[src/rtl/seq_pkg.sv]
package seq_pkg;

    typedef enum logic [2:0] {
        ST_IDLE = 3'd0,
        ST_BG   = 3'd1,
        ST_RST  = 3'd2,
        ST_PED  = 3'd3,
        ST_GAP  = 3'd4,
        ST_SMP  = 3'd5
    } seq_state_e;

    localparam logic [1:0] MODE_SINGLE = 2'd0;
    localparam logic [1:0] MODE_DOUBLE = 2'd1;
    localparam logic [1:0] MODE_RAMP   = 2'd2;

endpackage

[src/rtl/seq_cfg_clamp.sv]
module seq_cfg_clamp #(
    parameter int NDR_MAX   = 128,
    parameter int RAMP_MIN  = 3,
    parameter int RAMP_MAX  = 10,
    parameter int COADD_MAX = 1000,
    parameter int ITIME_MAX = 1800000,
    parameter int NDR_W     = 8,
    parameter int RAMP_W    = 4,
    parameter int COADD_W   = 10,
    parameter int ITIME_W   = 21
) (
    input  logic [1:0]         mode_i,
    input  logic [NDR_W-1:0]   ndr_i,
    input  logic [RAMP_W-1:0]  ramp_i,
    input  logic [COADD_W-1:0] coadd_i,
    input  logic [ITIME_W-1:0] itime_i,
    output logic [1:0]         mode_o,
    output logic [NDR_W-1:0]   ndr_o,
    output logic [RAMP_W-1:0]  ramp_o,
    output logic [COADD_W-1:0] coadd_o,
    output logic [ITIME_W-1:0] itime_o
);
    import seq_pkg::*;

    always_comb begin
        mode_o = (mode_i == 2'd3) ? MODE_RAMP : mode_i;

        if (ndr_i == '0)                     ndr_o = NDR_W'(1);
        else if (ndr_i > NDR_W'(NDR_MAX))    ndr_o = NDR_W'(NDR_MAX);
        else                                 ndr_o = ndr_i;

        if (ramp_i < RAMP_W'(RAMP_MIN))      ramp_o = RAMP_W'(RAMP_MIN);
        else if (ramp_i > RAMP_W'(RAMP_MAX)) ramp_o = RAMP_W'(RAMP_MAX);
        else                                 ramp_o = ramp_i;

        if (coadd_i == '0)                       coadd_o = COADD_W'(1);
        else if (coadd_i > COADD_W'(COADD_MAX))  coadd_o = COADD_W'(COADD_MAX);
        else                                     coadd_o = coadd_i;

        if (itime_i == '0)                       itime_o = ITIME_W'(1);
        else if (itime_i > ITIME_W'(ITIME_MAX))  itime_o = ITIME_W'(ITIME_MAX);
        else                                     itime_o = itime_i;
    end

endmodule

[src/rtl/seq_ms_timer.sv]
module seq_ms_timer #(
    parameter int CLK_PER_MS = 100000,
    parameter int CNT_W      = 21
) (
    input  logic             clk,
    input  logic             rst_n,
    input  logic             load_i,
    input  logic             en_i,
    input  logic [CNT_W-1:0] count_i,
    output logic             expired_o
);
    localparam int DIV_W = (CLK_PER_MS > 1) ? $clog2(CLK_PER_MS) : 1;
    localparam logic [DIV_W-1:0] DIV_LAST = DIV_W'(CLK_PER_MS - 1);

    typedef struct packed {
        logic             run;
        logic [DIV_W-1:0] div;
        logic [CNT_W-1:0] ms;
        logic             exp;
    } tmr_t;

    tmr_t q, d;

    always_comb begin
        d     = q;
        d.exp = 1'b0;
        if (!en_i) begin
            d.run = 1'b0;
        end
        if (load_i) begin
            d.run = 1'b1;
            d.div = '0;
            d.ms  = count_i;
        end else if (q.run && en_i) begin
            if (q.div == DIV_LAST) begin
                d.div = '0;
                d.ms  = q.ms - 1'b1;
                if (q.ms == CNT_W'(1)) begin
                    d.run = 1'b0;
                    d.exp = 1'b1;
                end
            end else begin
                d.div = q.div + 1'b1;
            end
        end
    end

    always_ff @(posedge clk or negedge rst_n) begin
        if (!rst_n) q <= '0;
        else        q <= d;
    end

    assign expired_o = q.exp;

    AST_TIMER_PULSE: assert property (@(posedge clk) disable iff (!rst_n)
        q.exp |=> !q.exp) else $error("timer expiry longer than one cycle");
    AST_TIMER_STOPS: assert property (@(posedge clk) disable iff (!rst_n)
        (q.exp && !load_i) |-> !q.run) else $error("timer still running after expiry");

endmodule

[src/rtl/readout_sequencer.sv]
module readout_sequencer #(
    parameter int CLK_PER_MS = 100000,
    parameter int BG_PERIOD  = 1000,
    parameter int NDR_MAX    = 128,
    parameter int RAMP_MIN   = 3,
    parameter int RAMP_MAX   = 10,
    parameter int COADD_MAX  = 1000,
    parameter int ITIME_MAX  = 1800000,
    localparam int NDR_W     = $clog2(NDR_MAX) + 1,
    localparam int RAMP_W    = $clog2(RAMP_MAX + 1),
    localparam int COADD_W   = $clog2(COADD_MAX + 1),
    localparam int ITIME_W   = $clog2(ITIME_MAX + 1)
) (
    input  logic               clk,
    input  logic               rst_n,
    input  logic               start_i,
    input  logic               abort_i,
    input  logic [1:0]         mode_i,
    input  logic [NDR_W-1:0]   ndr_i,
    input  logic [RAMP_W-1:0]  ramp_i,
    input  logic [COADD_W-1:0] coadd_i,
    input  logic [ITIME_W-1:0] itime_i,
    input  logic               frame_ack_i,
    output logic               cmd_reset_o,
    output logic               cmd_ped_o,
    output logic               cmd_smp_o,
    output logic               cmd_done_o,
    output logic               busy_o,
    output logic               aborted_o
);
    import seq_pkg::*;

    localparam int RD_W   = (NDR_W > RAMP_W) ? NDR_W : RAMP_W;
    localparam int IDLE_W = $clog2(BG_PERIOD + 1);
    localparam logic [IDLE_W-1:0] IDLE_LAST = IDLE_W'(BG_PERIOD - 1);

    typedef struct packed {
        seq_state_e         st;
        logic [1:0]         mode;
        logic [RD_W-1:0]    nreads;
        logic [COADD_W-1:0] coadds;
        logic [ITIME_W-1:0] itime;
        logic [RD_W-1:0]    rd_idx;
        logic [COADD_W-1:0] co_idx;
        logic               abort_pend;
        logic               aborted;
        logic [IDLE_W-1:0]  idle_cnt;
        logic               c_rst;
        logic               c_ped;
        logic               c_smp;
        logic               c_done;
    } seq_t;

    seq_t q, d;

    logic [1:0]         cl_mode;
    logic [NDR_W-1:0]   cl_ndr;
    logic [RAMP_W-1:0]  cl_ramp;
    logic [COADD_W-1:0] cl_coadd;
    logic [ITIME_W-1:0] cl_itime;
    logic               tmr_load, tmr_en, tmr_exp;
    logic               abort_now, last_rd, last_co;

    seq_cfg_clamp #(
        .NDR_MAX(NDR_MAX), .RAMP_MIN(RAMP_MIN), .RAMP_MAX(RAMP_MAX),
        .COADD_MAX(COADD_MAX), .ITIME_MAX(ITIME_MAX),
        .NDR_W(NDR_W), .RAMP_W(RAMP_W), .COADD_W(COADD_W), .ITIME_W(ITIME_W)
    ) u_clamp (
        .mode_i(mode_i), .ndr_i(ndr_i), .ramp_i(ramp_i),
        .coadd_i(coadd_i), .itime_i(itime_i),
        .mode_o(cl_mode), .ndr_o(cl_ndr), .ramp_o(cl_ramp),
        .coadd_o(cl_coadd), .itime_o(cl_itime)
    );

    seq_ms_timer #(
        .CLK_PER_MS(CLK_PER_MS), .CNT_W(ITIME_W)
    ) u_timer (
        .clk(clk), .rst_n(rst_n), .load_i(tmr_load), .en_i(tmr_en),
        .count_i(q.itime), .expired_o(tmr_exp)
    );

    function automatic seq_t take_cfg(input seq_t s);
        seq_t r;
        r            = s;
        r.mode       = cl_mode;
        r.nreads     = (cl_mode == MODE_RAMP) ? RD_W'(cl_ramp) : RD_W'(cl_ndr);
        r.coadds     = cl_coadd;
        r.itime      = cl_itime;
        r.rd_idx     = '0;
        r.co_idx     = '0;
        r.abort_pend = 1'b0;
        r.aborted    = 1'b0;
        r.idle_cnt   = '0;
        r.st         = ST_RST;
        return r;
    endfunction

    function automatic seq_t end_abort(input seq_t s);
        seq_t r;
        r            = s;
        r.st         = ST_IDLE;
        r.aborted    = 1'b1;
        r.abort_pend = 1'b0;
        r.idle_cnt   = '0;
        return r;
    endfunction

    always_comb begin
        d        = q;
        d.c_rst  = 1'b0;
        d.c_ped  = 1'b0;
        d.c_smp  = 1'b0;
        d.c_done = 1'b0;
        abort_now = q.abort_pend | abort_i;
        last_rd   = (q.rd_idx == q.nreads - 1'b1);
        last_co   = (q.co_idx == q.coadds - 1'b1);
        if (q.st inside {ST_RST, ST_PED, ST_GAP, ST_SMP}) begin
            d.abort_pend = abort_now;
        end

        case (q.st)
            ST_IDLE: begin
                if (start_i) begin
                    d       = take_cfg(d);
                    d.c_rst = 1'b1;
                end else if (q.idle_cnt == IDLE_LAST) begin
                    d.st       = ST_BG;
                    d.c_rst    = 1'b1;
                    d.idle_cnt = '0;
                end else begin
                    d.idle_cnt = q.idle_cnt + 1'b1;
                end
            end
            ST_BG: begin
                if (start_i) begin
                    d       = take_cfg(d);
                    d.c_rst = frame_ack_i;
                end else if (frame_ack_i) begin
                    d.st = ST_IDLE;
                end
            end
            ST_RST: begin
                if (frame_ack_i) begin
                    if (abort_now) begin
                        d = end_abort(d);
                    end else if (q.mode == MODE_SINGLE) begin
                        d.st = ST_GAP;
                    end else if (q.mode == MODE_DOUBLE) begin
                        d.st     = ST_PED;
                        d.c_ped  = 1'b1;
                        d.rd_idx = '0;
                    end else begin
                        d.st     = ST_SMP;
                        d.c_smp  = 1'b1;
                        d.rd_idx = '0;
                    end
                end
            end
            ST_PED: begin
                if (frame_ack_i) begin
                    if (abort_now) begin
                        d = end_abort(d);
                    end else if (last_rd) begin
                        d.st     = ST_GAP;
                        d.rd_idx = '0;
                    end else begin
                        d.rd_idx = q.rd_idx + 1'b1;
                        d.c_ped  = 1'b1;
                    end
                end
            end
            ST_GAP: begin
                if (abort_now) begin
                    d = end_abort(d);
                end else if (tmr_exp) begin
                    d.st     = ST_SMP;
                    d.c_smp  = 1'b1;
                    d.rd_idx = '0;
                end
            end
            ST_SMP: begin
                if (frame_ack_i) begin
                    if (abort_now) begin
                        d = end_abort(d);
                    end else if (!last_rd) begin
                        d.rd_idx = q.rd_idx + 1'b1;
                        d.c_smp  = 1'b1;
                    end else if (last_co) begin
                        d.st     = ST_IDLE;
                        d.c_done = 1'b1;
                    end else begin
                        d.co_idx = q.co_idx + 1'b1;
                        d.st     = ST_RST;
                        d.c_rst  = 1'b1;
                    end
                end
            end
            default: d.st = ST_IDLE;
        endcase

        tmr_en   = (d.st == ST_GAP);
        tmr_load = (d.st == ST_GAP) && (q.st != ST_GAP);
    end

    always_ff @(posedge clk or negedge rst_n) begin
        if (!rst_n) q <= '0;
        else        q <= d;
    end

    assign cmd_reset_o = q.c_rst;
    assign cmd_ped_o   = q.c_ped;
    assign cmd_smp_o   = q.c_smp;
    assign cmd_done_o  = q.c_done;
    assign busy_o      = (q.st != ST_IDLE) && (q.st != ST_BG);
    assign aborted_o   = q.aborted;

    AST_CMD_ONEHOT: assert property (@(posedge clk) disable iff (!rst_n)
        $onehot0({cmd_reset_o, cmd_ped_o, cmd_smp_o, cmd_done_o})) else $error("two commands at once");
    AST_NO_CMD_WAITING: assert property (@(posedge clk) disable iff (!rst_n)
        (q.st inside {ST_RST, ST_PED, ST_SMP, ST_BG} && !frame_ack_i && !start_i) |=> !(cmd_ped_o || cmd_smp_o || cmd_done_o)) else $error("command issued without acknowledge");
    AST_DONE_ENDS_BUSY: assert property (@(posedge clk) disable iff (!rst_n)
        cmd_done_o |-> (!busy_o && $past(busy_o))) else $error("done without end of exposure");
    AST_IDLE_QUIET: assert property (@(posedge clk) disable iff (!rst_n)
        !busy_o |-> !(cmd_ped_o || cmd_smp_o)) else $error("read command while idle");
    AST_ABORT_QUIET: assert property (@(posedge clk) disable iff (!rst_n)
        aborted_o |-> !(busy_o || cmd_ped_o || cmd_smp_o || cmd_done_o)) else $error("activity after abort");
    AST_START_CLEARS: assert property (@(posedge clk) disable iff (!rst_n)
        (!busy_o && start_i) |=> (busy_o && !aborted_o)) else $error("start not taken");
    AST_NDR_RANGE: assert property (@(posedge clk) disable iff (!rst_n)
        (busy_o && q.mode != MODE_RAMP) |-> (q.nreads >= RD_W'(1) && q.nreads <= RD_W'(NDR_MAX))) else $error("read count out of range");
    AST_RAMP_RANGE: assert property (@(posedge clk) disable iff (!rst_n)
        (busy_o && q.mode == MODE_RAMP) |-> (q.nreads >= RD_W'(RAMP_MIN) && q.nreads <= RD_W'(RAMP_MAX))) else $error("ramp count out of range");
    AST_COADD_RANGE: assert property (@(posedge clk) disable iff (!rst_n)
        busy_o |-> (q.coadds >= COADD_W'(1) && q.coadds <= COADD_W'(COADD_MAX) && q.itime != '0)) else $error("coadd or time out of range");

endmodule

[config.mk]
export PLATFORM = sky130hd
export DESIGN_NAME = readout_sequencer
export DESIGN_NICKNAME = d
export VERILOG_FILES = /design/src/rtl/seq_pkg.sv /design/src/rtl/seq_cfg_clamp.sv /design/src/rtl/seq_ms_timer.sv /design/src/rtl/readout_sequencer.sv
export SDC_FILE = /design/constraint.sdc
export NUM_CORES = 1
export LEC_CHECK = 0
export BUFFER_PORTS_ARGS = -buffer_cell sky130_fd_sc_hd__clkbuf_2
export CAP_MARGIN = 20
export CORE_ASPECT_RATIO = 1.25
export CORE_MARGIN = 1
export CORE_UTILIZATION = 60
export CTS_BUF_LIST = sky130_fd_sc_hd__clkbuf_4 sky130_fd_sc_hd__clkbuf_8
export DETAILED_ROUTE_END_ITERATION = 16
export PLACE_DENSITY = 0.88
export SLEW_MARGIN = 20
export SYNTH_ARGS = -nofsm -noshare
export SYNTH_HDL_FRONTEND = slang
export SYNTH_SLANG_ARGS = --single-unit
[constraint.sdc]
create_clock -name clk -period 3.5 [get_ports clk]
set_clock_uncertainty 0.2 [all_clocks]
set_input_delay 0.35 -clock clk [delete_from_list [all_inputs] [get_ports clk]]
set_output_delay 0.35 -clock clk [all_outputs]
set_load 0.01 [all_outputs]
==> impl_results.md <==
- Startpoint types: flip-flop
- Clock sinks: 118
- CTS Buf Count: 17
- Mapped Area: 0.007076 mm²
- Final ANT Viol Nets: 0
- Die width: 99.13 µm
- Ys Warns: 0
- Clk buf depth: 2
- # setup viols final: 0
- Clk root buf: clkbuf_8
- Distinct cells, synth: 74
- Async set-or-reset flop fraction in the synthesized netlist: 100.0%
- Area growth from synthesis to layout: 16.46%
- Syn_nets: 909
- Worst-Skew Late Latency: 0.46 ns
- H-tree levels: 4
- VDD IR max: 0.0003690 V
- Most used flip-flop cell after synthesis: dfrtp_1
- DRC violations left: 0
- Worst slew pin tran: 0.7562 ns
- Max Freq: 314.5 MHz
- RSZ-0062 raised after global routing: no
- Post-DP HPWL: 11940 µm
- Worst slack, placed: 0.1939 ns
- Pre-antenna DRT Iters: 6
- Worst min path class: in -> reg
- Final hold vios: 0
- Max-Cap Viols: 0
- Static leakage: 0.003542 µW
- TNS Setup: 0 ns
- Port bufs: 55
- Die Y: 123.4 µm
- Final Wtd Congestion: 0.9186
- Global-route wire length before repair: 30980 µm
- Seq/Total Area, Yosys: 41.73%
- Final min period: 3.179 ns
- Largest net degree at the start of global routing: 59
- Diodes inserted: 0
- Worst-path clk slew: 0.08 ns
- Core Region: 0.01156 mm²
- WL final: 19120 µm
- Vias in the first global route: 6528
- GRT Resource Usage Total: 32.27%
- Fill cells: 840
- Share of post-route cells with drive strength above 1: 13.10%
- PwrDens: 711.9 mW/mm²
- CTS tree: done
- Row count: 44
- Setup Buffers After CTS: 0
- Cells after Synth: 851
- Critical path peak fanout: 7
- Per-cell routed wire length: 17.75 µm
- Via count: 7062
- Max-slew violation count: 0
- Critical path capture point type: flip-flop
- DR iter-0 viols: 677
- Crit path arrival time: 3.37 ns
- Initial antenna violation count: 0
- Tcrit/Tclk final: 90.84%
- Count of state elements after synthesis: 118
- Initial Util: 61.20%
- Number of synthesized flops with an enable pin: 0
- Crit path kind: reg -> reg
- Final worst setup slack: 0.3207 ns
- Post-Syn Area per Cell: 8.314 µm²
- Worst Path Required: 3.69 ns
- Gr ovfl total: 0
- Rel. slew slack: 49.59%
- Die ar.: 0.01223 mm²
- Via density: 6.557
- Status: finished, final reports clean
- Fin nets: 984
- Boundary Pins: 56
area by class of cell:
class | instances | area (µm²) | area share [%]
Clock buffer | 18 | 247.7 | 3.006
Sequential cell | 118 | 2953 | 35.83
Tap cell | 138 | 172.7 | 2.095
Multi-Input combinational cell | 666 | 3886 | 47.16
Clock inverter | 14 | 176.4 | 2.141
Inverter | 21 | 78.83 | 0.9566
Timing Repair Buffer | 102 | 725.7 | 8.807
per-layer routing:
layer,part of all wire [%],track usage (%)
met1,39,39.46
met2,49,52.97
met3,7.3,7.858
met4,4.5,17.56
met5,0,0
logic make-up (layout without fill, tap and decap cells):
| kind of cell | Yosys count | after routing | synth area share [%] |
|---|---|---|---|
| AO/OA/AOI/OAI | 250 | 250 | 22.46 |
| XOR/XNOR | 32 | 32 | 3.961 |
| adder cells (fa/ha/maj) | 8 | 8 | 1.415 |
| buffers and inverters | 67 | 155 | 3.643 |
| flip-flops | 118 | 118 | 41.73 |
| multiplexers | 3 | 3 | 0.4421 |
| AND/OR/NAND/NOR | 373 | 373 | 26.35 |
state kept, by name, summed over array words and instances (netlist names):
register	count
cmd_reset_o	1
u_timer.expired_o	1
cmd_smp_o	1
cmd_ped_o	1
q	73
u_timer.q	39
cmd_done_o	1
aborted_o	1
worst max-delay path, stage by stage, from the launching register on:
cell,delay [ns]
dfrtp_1,0.40
inv_1,0.10
ha_1,0.34
nor4b_4,0.38
nand2_1,0.11
mux2i_1,0.14
a211oi_1,0.32
a2111oi_4,0.10
or4_4,0.57
or3_1,0.32
a21oi_1,0.14
cell usage after synthesis (all sizes together), types with 11 or more instances:
cell type  instances  area, µm²
a31oi             19      118.9
nand4             14      87.58
nor2              91      344.1
nor3              24      125.1
and3              11      68.82
inv               21      78.82
a21oi             50      250.2
dfrtp            118       2953
nor4              21      143.9
nand2            110      412.9
clkbuf            40      150.1
o21ai             93      469.2
nand3             32      160.2
xnor2             22      192.7
a22o              12      105.1
what timing repair did:
item / in CTS / in global routing
setup endpoints to repair: 0 / 2
hold endpoints to repair: 83 / 0
gates resized for setup: 0 / 1
hold buffers: 28 / 0
placed cells by master (no fill, tap or decap), drive strengths merged, types with 19 or more instances in the layout:
| master | Yosys | layout |
|---|---|---|
| nand3 | 32 | 32 |
| dlygate4sd3 | 0 | 28 |
| dfrtp | 118 | 118 |
| o21ai | 93 | 93 |
| nor3 | 24 | 24 |
| xnor2 | 22 | 22 |
| a21oi | 50 | 50 |
| nor4 | 21 | 21 |
| clkbuf | 40 | 72 |
| inv | 21 | 23 |
| buf | 6 | 20 |
| nor2 | 91 | 91 |
| nand2 | 110 | 110 |
| a31oi | 19 | 19 |
power by group:
group,internal [µW],switching [µW]
sequential,1770,447
clock,729,628
combinational,900,1390
final timing paths:
kind / startpoint / slack [ns] / cells after the start / end
worst min register to register: q[72] / 0.29 / 2 / q[72]
worst max-delay path: q[56] / 0.32 / 10 / q[24]
worst min-delay path: coadd_i[4] / 0.007 / 2 / q[59]
worst max register to register: q[56] / 0.32 / 10 / q[24]
max in group asynchronous: rst_n / 2.00 / 3 / u_timer.expired_o
min in group asynchronous: rst_n / 0.27 / 2 / q[61]
metrics by stage:
step / cells / hold WS, ns / util, % / instance area [µm²] / power (µW)
global placement: 1016 / 0.2523 / 64.89 / 7502 / 4286
finish: 1077 / 0.007219 / 71.28 / 8240 / 5866
global route: 1077 / 0.005163 / 71.28 / 8240 / 6215
detailed placement: 1016 / 0.2561 / 64.89 / 7502 / 4376
floorplan: 851 / -0.1456 / - / 7076 / 3760
CTS: 1076 / 0.0004766 / 70.98 / 8207 / 5759
(Power assumes the default switching activity.)
